## config.mk

```make
export PLATFORM = sky130hd
export DESIGN_NAME = mc_ctrl_top
export DESIGN_NICKNAME = d
export VERILOG_FILES = /design/src/rtl/mc_ctrl_pkg.sv /design/src/rtl/mc_opc_decode.sv /design/src/rtl/mc_next_state.sv /design/src/rtl/mc_ctrl_rom.sv /design/src/rtl/mc_ctrl_top.sv
export SDC_FILE = /design/constraint.sdc
export NUM_CORES = 1
export LEC_CHECK = 0
export BUFFER_PORTS_ARGS = -buffer_cell sky130_fd_sc_hd__clkbuf_2
export CAP_MARGIN = 20
export CORE_AREA = 2 2 39 41
export DETAILED_ROUTE_END_ITERATION = 8
export DIE_AREA = 0 0 41 43
export PLACE_DENSITY = 0.74
export SETUP_SLACK_MARGIN = 0.1
export SLEW_MARGIN = 20
export SYNTH_ARGS = -nofsm -noshare
export SYNTH_HDL_FRONTEND = slang
export SYNTH_SLANG_ARGS = --single-unit
```

## constraint.sdc

```tcl
create_clock -name clk -period 2.05 [get_ports clk]
set_input_delay 0.3075 -clock clk [delete_from_list [all_inputs] [get_ports clk]]
set_output_delay 0.3075 -clock clk [all_outputs]
set_load 0.005 [all_outputs]
```

## src/rtl/mc_ctrl_pkg.sv

```systemverilog
package mc_ctrl_pkg;
  localparam int OPC_W  = 6;
  localparam int ST_W   = 4;
  localparam int SELB_W = 3;
  localparam int AOP_W  = 2;
  localparam int PCS_W  = 2;
  localparam int N_ST   = 12;

  localparam logic [OPC_W-1:0] OPC_LOAD  = 6'b100011;
  localparam logic [OPC_W-1:0] OPC_STORE = 6'b101011;
  localparam logic [OPC_W-1:0] OPC_RREG  = 6'b000000;
  localparam logic [OPC_W-1:0] OPC_ORIM  = 6'b001011;
  localparam logic [OPC_W-1:0] OPC_BREQ  = 6'b000100;
  localparam logic [OPC_W-1:0] OPC_JUMP  = 6'b000010;

  typedef enum logic [ST_W-1:0] {
    S_FETCH  = 4'd0,  S_DECODE = 4'd1,  S_ADDR   = 4'd2,  S_LDMEM  = 4'd3,
    S_LDWB   = 4'd4,  S_STMEM  = 4'd5,  S_RRX    = 4'd6,  S_RRWB   = 4'd7,
    S_BRANCH = 4'd8,  S_JUMP   = 4'd9,  S_ORX    = 4'd10, S_ORWB   = 4'd11
  } state_t;

  typedef enum logic [2:0] {
    CL_NONE, CL_LOAD, CL_STORE, CL_RREG, CL_ORIM, CL_BREQ, CL_JUMP
  } iclass_t;

  localparam logic [AOP_W-1:0] AOP_ADD = 2'b00;
  localparam logic [AOP_W-1:0] AOP_SUB = 2'b01;
  localparam logic [AOP_W-1:0] AOP_FN  = 2'b10;
  localparam logic [AOP_W-1:0] AOP_OR  = 2'b11;

  localparam logic [SELB_W-1:0] SB_REG   = 3'b000;
  localparam logic [SELB_W-1:0] SB_FOUR  = 3'b001;
  localparam logic [SELB_W-1:0] SB_SEXT  = 3'b010;
  localparam logic [SELB_W-1:0] SB_SEXT2 = 3'b011;
  localparam logic [SELB_W-1:0] SB_ZEXT  = 3'b100;

  localparam logic [PCS_W-1:0] PCS_ALU = 2'b00;
  localparam logic [PCS_W-1:0] PCS_TGT = 2'b01;
  localparam logic [PCS_W-1:0] PCS_JMP = 2'b10;

  typedef struct packed {
    logic              pc_wr;
    logic              pc_wr_cond;
    logic              ir_wr;
    logic              mem_wr;
    logic              reg_wr;
    logic              reg_dst;
    logic              mem_to_reg;
    logic              addr_sel;
    logic              alu_sel_a;
    logic [SELB_W-1:0] alu_sel_b;
    logic [AOP_W-1:0]  alu_op;
    logic              ext_sel;
    logic [PCS_W-1:0]  pc_src;
  } ctrl_t;
endpackage

```

## src/rtl/mc_opc_decode.sv

```systemverilog
module mc_opc_decode
  import mc_ctrl_pkg::*;
(
  input  logic [OPC_W-1:0] opcode,
  output iclass_t          iclass
);
  always_comb begin
    case (opcode)
      OPC_LOAD:  iclass = CL_LOAD;
      OPC_STORE: iclass = CL_STORE;
      OPC_RREG:  iclass = CL_RREG;
      OPC_ORIM:  iclass = CL_ORIM;
      OPC_BREQ:  iclass = CL_BREQ;
      OPC_JUMP:  iclass = CL_JUMP;
      default:   iclass = CL_NONE;
    endcase
  end
endmodule

```

## src/rtl/mc_next_state.sv

```systemverilog
module mc_next_state
  import mc_ctrl_pkg::*;
(
  input  state_t  cur,
  input  iclass_t iclass,
  output state_t  nxt
);
  always_comb begin
    nxt = S_FETCH;
    case (cur)
      S_FETCH:  nxt = S_DECODE;
      S_DECODE: begin
        case (iclass)
          CL_LOAD, CL_STORE: nxt = S_ADDR;
          CL_RREG:           nxt = S_RRX;
          CL_BREQ:           nxt = S_BRANCH;
          CL_JUMP:           nxt = S_JUMP;
          CL_ORIM:           nxt = S_ORX;
          default:           nxt = S_FETCH;
        endcase
      end
      S_ADDR: begin
        if (iclass == CL_LOAD)       nxt = S_LDMEM;
        else if (iclass == CL_STORE) nxt = S_STMEM;
        else                         nxt = S_FETCH;
      end
      S_LDMEM: nxt = S_LDWB;
      S_RRX:   nxt = S_RRWB;
      S_ORX:   nxt = S_ORWB;
      default: nxt = S_FETCH;
    endcase
  end
endmodule

```

## src/rtl/mc_ctrl_rom.sv

```systemverilog
module mc_ctrl_rom
  import mc_ctrl_pkg::*;
(
  input  state_t cur,
  output ctrl_t  ctrl
);
  always_comb begin
    ctrl = '0;
    case (cur)
      S_FETCH: begin
        ctrl.pc_wr     = 1'b1;
        ctrl.ir_wr     = 1'b1;
        ctrl.alu_sel_b = SB_FOUR;
        ctrl.alu_op    = AOP_ADD;
        ctrl.pc_src    = PCS_ALU;
      end
      S_DECODE: begin
        ctrl.alu_sel_b = SB_SEXT2;
        ctrl.alu_op    = AOP_ADD;
        ctrl.ext_sel   = 1'b1;
      end
      S_ADDR, S_LDMEM, S_LDWB, S_STMEM: begin
        ctrl.alu_sel_a = 1'b1;
        ctrl.alu_sel_b = SB_SEXT;
        ctrl.alu_op    = AOP_ADD;
        ctrl.ext_sel   = 1'b1;
        ctrl.addr_sel  = (cur != S_ADDR);
        ctrl.reg_wr    = (cur == S_LDWB);
        ctrl.mem_to_reg = (cur == S_LDWB);
        ctrl.mem_wr    = (cur == S_STMEM);
      end
      S_RRX, S_RRWB: begin
        ctrl.alu_sel_a = 1'b1;
        ctrl.alu_sel_b = SB_REG;
        ctrl.alu_op    = AOP_FN;
        ctrl.reg_wr    = (cur == S_RRWB);
        ctrl.reg_dst   = (cur == S_RRWB);
      end
      S_BRANCH: begin
        ctrl.pc_wr_cond = 1'b1;
        ctrl.alu_sel_a  = 1'b1;
        ctrl.alu_sel_b  = SB_REG;
        ctrl.alu_op     = AOP_SUB;
        ctrl.pc_src     = PCS_TGT;
      end
      S_JUMP: begin
        ctrl.pc_wr  = 1'b1;
        ctrl.pc_src = PCS_JMP;
      end
      S_ORX, S_ORWB: begin
        ctrl.alu_sel_a = 1'b1;
        ctrl.alu_sel_b = SB_ZEXT;
        ctrl.alu_op    = AOP_OR;
        ctrl.reg_wr    = (cur == S_ORWB);
      end
      default: ctrl = '0;
    endcase
  end
endmodule

```

## src/rtl/mc_ctrl_top.sv

```systemverilog
module mc_ctrl_top
  import mc_ctrl_pkg::*;
(
  input  logic              clk,
  input  logic              rst_n,
  input  logic [OPC_W-1:0]  opcode,
  output logic [ST_W-1:0]   state,
  output logic              pc_wr,
  output logic              pc_wr_cond,
  output logic              ir_wr,
  output logic              mem_wr,
  output logic              reg_wr,
  output logic              reg_dst,
  output logic              mem_to_reg,
  output logic              addr_sel,
  output logic              alu_sel_a,
  output logic [SELB_W-1:0] alu_sel_b,
  output logic [AOP_W-1:0]  alu_op,
  output logic              ext_sel,
  output logic [PCS_W-1:0]  pc_src
);
  state_t  state_q;
  state_t  state_d;
  iclass_t iclass;
  ctrl_t   ctrl;

  mc_opc_decode u_dec (.opcode(opcode), .iclass(iclass));
  mc_next_state u_ns  (.cur(state_q), .iclass(iclass), .nxt(state_d));
  mc_ctrl_rom   u_rom (.cur(state_q), .ctrl(ctrl));

  always_ff @(posedge clk or negedge rst_n) begin
    if (!rst_n) state_q <= S_FETCH;
    else        state_q <= state_d;
  end

  assign state      = state_q;
  assign pc_wr      = ctrl.pc_wr;
  assign pc_wr_cond = ctrl.pc_wr_cond;
  assign ir_wr      = ctrl.ir_wr;
  assign mem_wr     = ctrl.mem_wr;
  assign reg_wr     = ctrl.reg_wr;
  assign reg_dst    = ctrl.reg_dst;
  assign mem_to_reg = ctrl.mem_to_reg;
  assign addr_sel   = ctrl.addr_sel;
  assign alu_sel_a  = ctrl.alu_sel_a;
  assign alu_sel_b  = ctrl.alu_sel_b;
  assign alu_op     = ctrl.alu_op;
  assign ext_sel    = ctrl.ext_sel;
  assign pc_src     = ctrl.pc_src;
endmodule

```

* Word-level counts from Yosys, hierarchy flattened
Index checks and enable logic that the tools add are counted.
** Storage, ports and cells
- Register bits after elaboration :: 4
- Input bits :: 8
- Output and inout port bits :: 21
- Logic and storage cells :: 49
** Cells by class
- Equal/unequal tests :: 23
- Muxes and demuxes :: 16
- Reduce and logical (&&, ||, !) cells :: 9
** Operators with widths (number)
- one-hot mux 5 bit (6 select lines) :: 1
- one-hot mux 4 bit (6 select lines) :: 1
- one-hot mux 4 bit (5 select lines) :: 1
- one-hot mux 3 bit (6 select lines) :: 1
- == test 4 x 3 -> 1 bit (second input constant) :: 4
- == test 4 bit (second input constant) :: 4
- == test 6 bit (second input constant) :: 2
- == test 3 bit (second input constant) :: 3
- OR reduction 9 bit :: 1
- == test 4 x 2 -> 1 bit (second input constant) :: 2
- OR reduction 2 bit :: 4
- 2-to-1 mux 1 bit :: 7
- == test 3 x 2 -> 1 bit (second input constant) :: 2
- == test 6 x 2 -> 1 bit (second input constant) :: 1
- == test 6 x 3 -> 1 bit (second input constant) :: 1
- == test 6 x 4 -> 1 bit (second input constant) :: 1
- zero test 6 bit :: 1
- OR reduction 5 bit :: 1
- == test 4 x 1 -> 1 bit (second input constant) :: 1
- zero test 4 bit :: 1
- 2-to-1 mux 4 bit :: 1
- inequality test 4 x 2 -> 1 bit (second input constant) :: 1
- one-hot mux 2 bit (2 select lines) :: 1
- OR reduction 4 bit :: 1
- other kinds (4) :: 4

* Longest topological paths before layout
- Depth in word-level cells :: 6
- Gate-level depth with buffers :: 6
- Gate-level depth less buffers :: 4

* Cells and area by module
A second synthesis with hierarchy kept.
** Second synthesis, totals
- Cells, all modules :: 74
- Area, all modules :: 596.8 um^2
** Modules (own cells, without submodules)
- mc_ctrl_rom :: times used 1, cells each 32, area an instance 207.7 um^2, seq. area each 0.0 um^2
- mc_next_state :: times used 1, cells each 27, area an instance 203.9 um^2, seq. area each 0.0 um^2
- mc_ctrl_top :: times used 1, cells each 4, area an instance 100.1 um^2, seq. area each 100.1 um^2
- mc_opc_decode :: times used 1, cells each 11, area an instance 85.1 um^2, seq. area each 0.0 um^2

* Worst setup path after synthesis
OpenSTA, ideal clock, no wires.
- Path type :: register to output
- Start :: register state_q[3], in the netlist state[3]
- End :: output port pc_wr
- Arrival time :: 1.205 ns
- Data required time :: 1.742 ns
- Path slack :: 0.538 ns
- Cell stages (with the launch flop) :: 6
- Buffers on the path :: 2
- Cell sequence :: dfrtp_1 > buf_6 > or2_1 > buf_6 > nor3_1 > or2_2
** On the way
- Word-level cells in the longest chain between the ends :: 3
- Elaborated cells on any way between the ends :: 4
- Classes of those cells :: 1 x eq/ne; 1 x mux; 2 x reduce/logical
** Ends and longest elaborated chain
- start: declaration :: line mc_ctrl_top.sv:22 : state_t state_q;
- start signal: assignment :: line mc_ctrl_top.sv:33 : else state_q <= state_d;
- == test 4 bit / zero test 4 bit (equally long branches) :: line mc_ctrl_rom.sv:9 : case (cur)
- OR reduction 2 bit (no source line) (*)
- 2-to-1 mux 1 bit (*) :: line mc_ctrl_rom.sv:9
- end: declaration :: line mc_ctrl_top.sv:8 : output logic pc_wr,
Mark *: on every way between the ends. The rest lies on a longest branch, timed or not.

* Worst setup path in the final report
- Start :: register state_q[3], in the netlist state[3]
- End :: output port reg_wr
** On the way
- Word-level cells in the longest chain between the ends :: 3
- Elaborated cells on any way between the ends :: 12
- Classes of those cells :: 8 x eq/ne; 1 x mux; 3 x reduce/logical
** Ends and longest elaborated chain
- == test 4 x 2 -> 1 bit (tied with other cells) :: line mc_ctrl_rom.sv:9
- OR reduction 4 bit (tied with other cells) :: line mc_ctrl_rom.sv:9
- one-hot mux 1 bit (3 select lines) (*) :: line mc_ctrl_rom.sv:9
- end: declaration :: line mc_ctrl_top.sv:12 : output logic reg_wr,
Marked as above.

==> results_dict.tcl <==
set metrics [dict create \
    worst_clock_skew_ns 0.00204 \
    yosysSeqAreaShare 0.214 \
    place_area_um2 579 \
    setup_viol 0 \
    fmax_mhz 550 \
    syn-instance-count 64 \
    largest_register_ff_count 4 \
    fin_area_um2 614 \
    clk_latency_ns 0.23 \
    die_h_um 43 \
    endpoint_kind "output port" \
    final_nets 98 \
    grt_first_pass_wirelength_mm 1.97 \
    synthArstFlopShare 1.00 \
    finalCriticalPeriod_ns 1.82 \
    grt_remaining_overflow 0 \
    first_global_vias 488 \
    critPathTopFamily "simple AND/OR/NAND/NOR gates" \
    synth_edf_count 0 \
    cts_made_buffers 3 \
    hpwl_um 931 \
    vias 544 \
    cp_max_fo 10 \
    switching_share 0.409 \
    yosysMostFrequentCell "nor2_1" \
    synth_flop_cell "dfrtp_1" \
    finalMaxSlewViolations 0 \
    rsz0062_at_grt "no" \
    synth.cell_area_um2 468 \
    syn_avg_cell_area_um2 7.31 \
    layout-drive-gt1-share 0.432 \
    drt-pass1-iter-count 4 \
    die_width_um 41 \
    cts_buffer_depth 2 \
    share_comb_of_total_power 0.487 \
    viasPerCell 5.23 \
    ant_nets 0 \
    vdd_drop_max_v 0.000411 \
    synthesis.nets 72 \
    netlist-cell-type-count 30 \
    max_cap_violations 0 \
    power_density_nw_per_um2 729 \
    slew-limit-headroom 0.725 \
    worst_pin_slew_ns 0.409 \
    io_buffers 28 \
    place_congestion 0.901 \
    p_leak_nw 0.293 \
    drcViolationCount 0 \
    min_period_over_period 0.887 \
    cts_tree "yes" \
    critical_path.max_stage_delay_ns 0.46 \
    path_buf_inv 1 \
    drt-total-wl_mm 1.22 \
    crit_required_ns 1.74 \
    ys_warn_count 0 \
    netSwitchingPower_w 0.000183 \
    die-area_um2 1760 \
    finalPower_w 0.000448 \
    syn2layout_area_growth_pct 31.3 \
    synth_seq_cells 4 \
    internal_power_w 0.000265 \
    root_buffer "clkbuf_4" \
    initial_core_util 0.338 \
    p_seq_frac 0.296 \
    ioPinCount 29 \
    fin_util 0.444 \
    clkPwrFrac 0.217 \
    core-area_um2 1380 \
    final_cells 104 \
    yosys.area.top_type "dfrtp_1" \
    synth_top_area_frac 0.214 \
    min-delay-path-class "in2reg" \
    start_kind "flip-flop" \
    dp.cells 100 \
    slowest_stage "dfrtp_1" \
    antenna_cells 0 \
    clock_sinks 4 \
    crit_chain "or2b_1 > a21oi_1 > or2_2 > clkbuf_2" \
    synth.top_cells.by_count "9 x nor2_1, 7 x a21oi_1, 5 x clkbuf_1, 5 x nor3_1, 4 x dfrtp_1" \
    row_count 14 \
    status "finished, final reports clean" \
    criticalPathCategory "reg2out" \
    finalHoldViolCount 0 \
    cts_setup_buffers 0 \
    antenna_found_initial 0 \
    synth.area.top_cells "dfrtp_1 21%, a21oi_1 7.5%, nor2_1 7.2%" \
    grt.total_usage 0.156 \
    drt_iter0_markers 19 \
    grt_max_degree 14 \
    routedWlPerCell_um 11.7 \
    clkTransAtPathRegs_ns 0.04 \
    arrival_ns 1.51 \
    h-tree-depth 1 \
    finalSetupTns_ns 0 \
]
==> power by group through the flow <==
stage	Combinational [W]	Sequential [W]	Clock, W
6_report	0.000218	0.000133	0.0000970
5_1_grt	0.000243	0.000137	0.000107
4_1_cts	0.000222	0.000134	0.000103
3_5_place_dp	0.000219	0.000135	0
3_3_place_gp	0.000215	0.000135	0
2_1_floorplan	0.000160	0.000105	0
==> cell usage in the layout, fill, tap and decap left out <==
cell type and n:
a2111oi_0 1, a211o_1 1, a211oi_1 2, a21oi_1 7, a311oi_1 1, a31o_1 1
a31oi_1 2, a41oi_1 1, and4bb_1 1, clkbuf_2 28, clkbuf_4 3, dfrtp_1 2
dfrtp_2 2, dlygate4sd3_1 1, inv_1 3, nand2_1 3, nand2b_1 1, nor2_1 9
nor3_1 5, nor3b_1 1, nor4_1 2, o21a_1 1, o21ai_0 1, o21ai_1 1
o31ai_2 1, o32ai_2 1, or2_1 1, or2_2 2, or2b_1 1, or3_4 1
xor2_1 1
==> final timing paths <==
check                      slack, ns  startpoint        to  depth (start not counted)
setup / recovery                0.23    state[3]    reg_wr                          4
hold / removal                  0.35   opcode[2]  state[1]                          2
setup reg to reg                0.50    state[2]  state[1]                          3
hold reg to reg                 0.73    state[1]  state[3]                          2
max in group asynchronous       1.50       rst_n  state[1]                          2
min in group asynchronous       0.41       rst_n  state[0]                          2
==> per-layer routing <==
layer | share of wire | vias up | track usage | wire length (um)
met5 | 0 | - | 0 | 0
met4 | 0 | 0 | 0.0400 | 0
met3 | 0.053 | 0 | 0.0314 | 64
met2 | 0.49 | 19 | 0.259 | 594
met1 | 0.46 | 244 | 0.194 | 557
li1 | - | 281 | - | -
==> layout make-up <==
class / count / area, um^2
well taps: 16 / 20.0
inverters: 3 / 11.3
repair buffers: 29 / 150
clock buffers: 3 / 22.5
fillers: 147 / 769
multi-input cells: 49 / 308
flip-flops and latches: 4 / 103
==> metrics by stage <==
step                hold WS, ns  worst slack, ns
floorplan                0.0119            0.538
global placement          0.112            0.434
detailed placement        0.114            0.414
CTS                       0.341            0.153
global route              0.357            0.137
finish                    0.351            0.232
==> logic make-up (layout without fill, tap and decap cells) <==
| logic type | after synthesis | after routing | synth area share |
|---|---|---|---|
| XOR/XNOR | 1 | 1 | 0.0187 |
| AO/OA/AOI/OAI | 21 | 21 | 0.326 |
| AND/OR/NAND/NOR | 27 | 27 | 0.313 |
| buffers and inverters | 11 | 35 | 0.128 |
| flip-flops | 4 | 4 | 0.214 |
==> repair_timing <==
action | CTS | global route
resized for setup | 0 | 2
setup endpoints to repair | 0 | 2
endpoints found under the hold margin | 4 | 0
hold buffers | 1 | 0
Note: power is estimated with default switching activity, not from simulation.
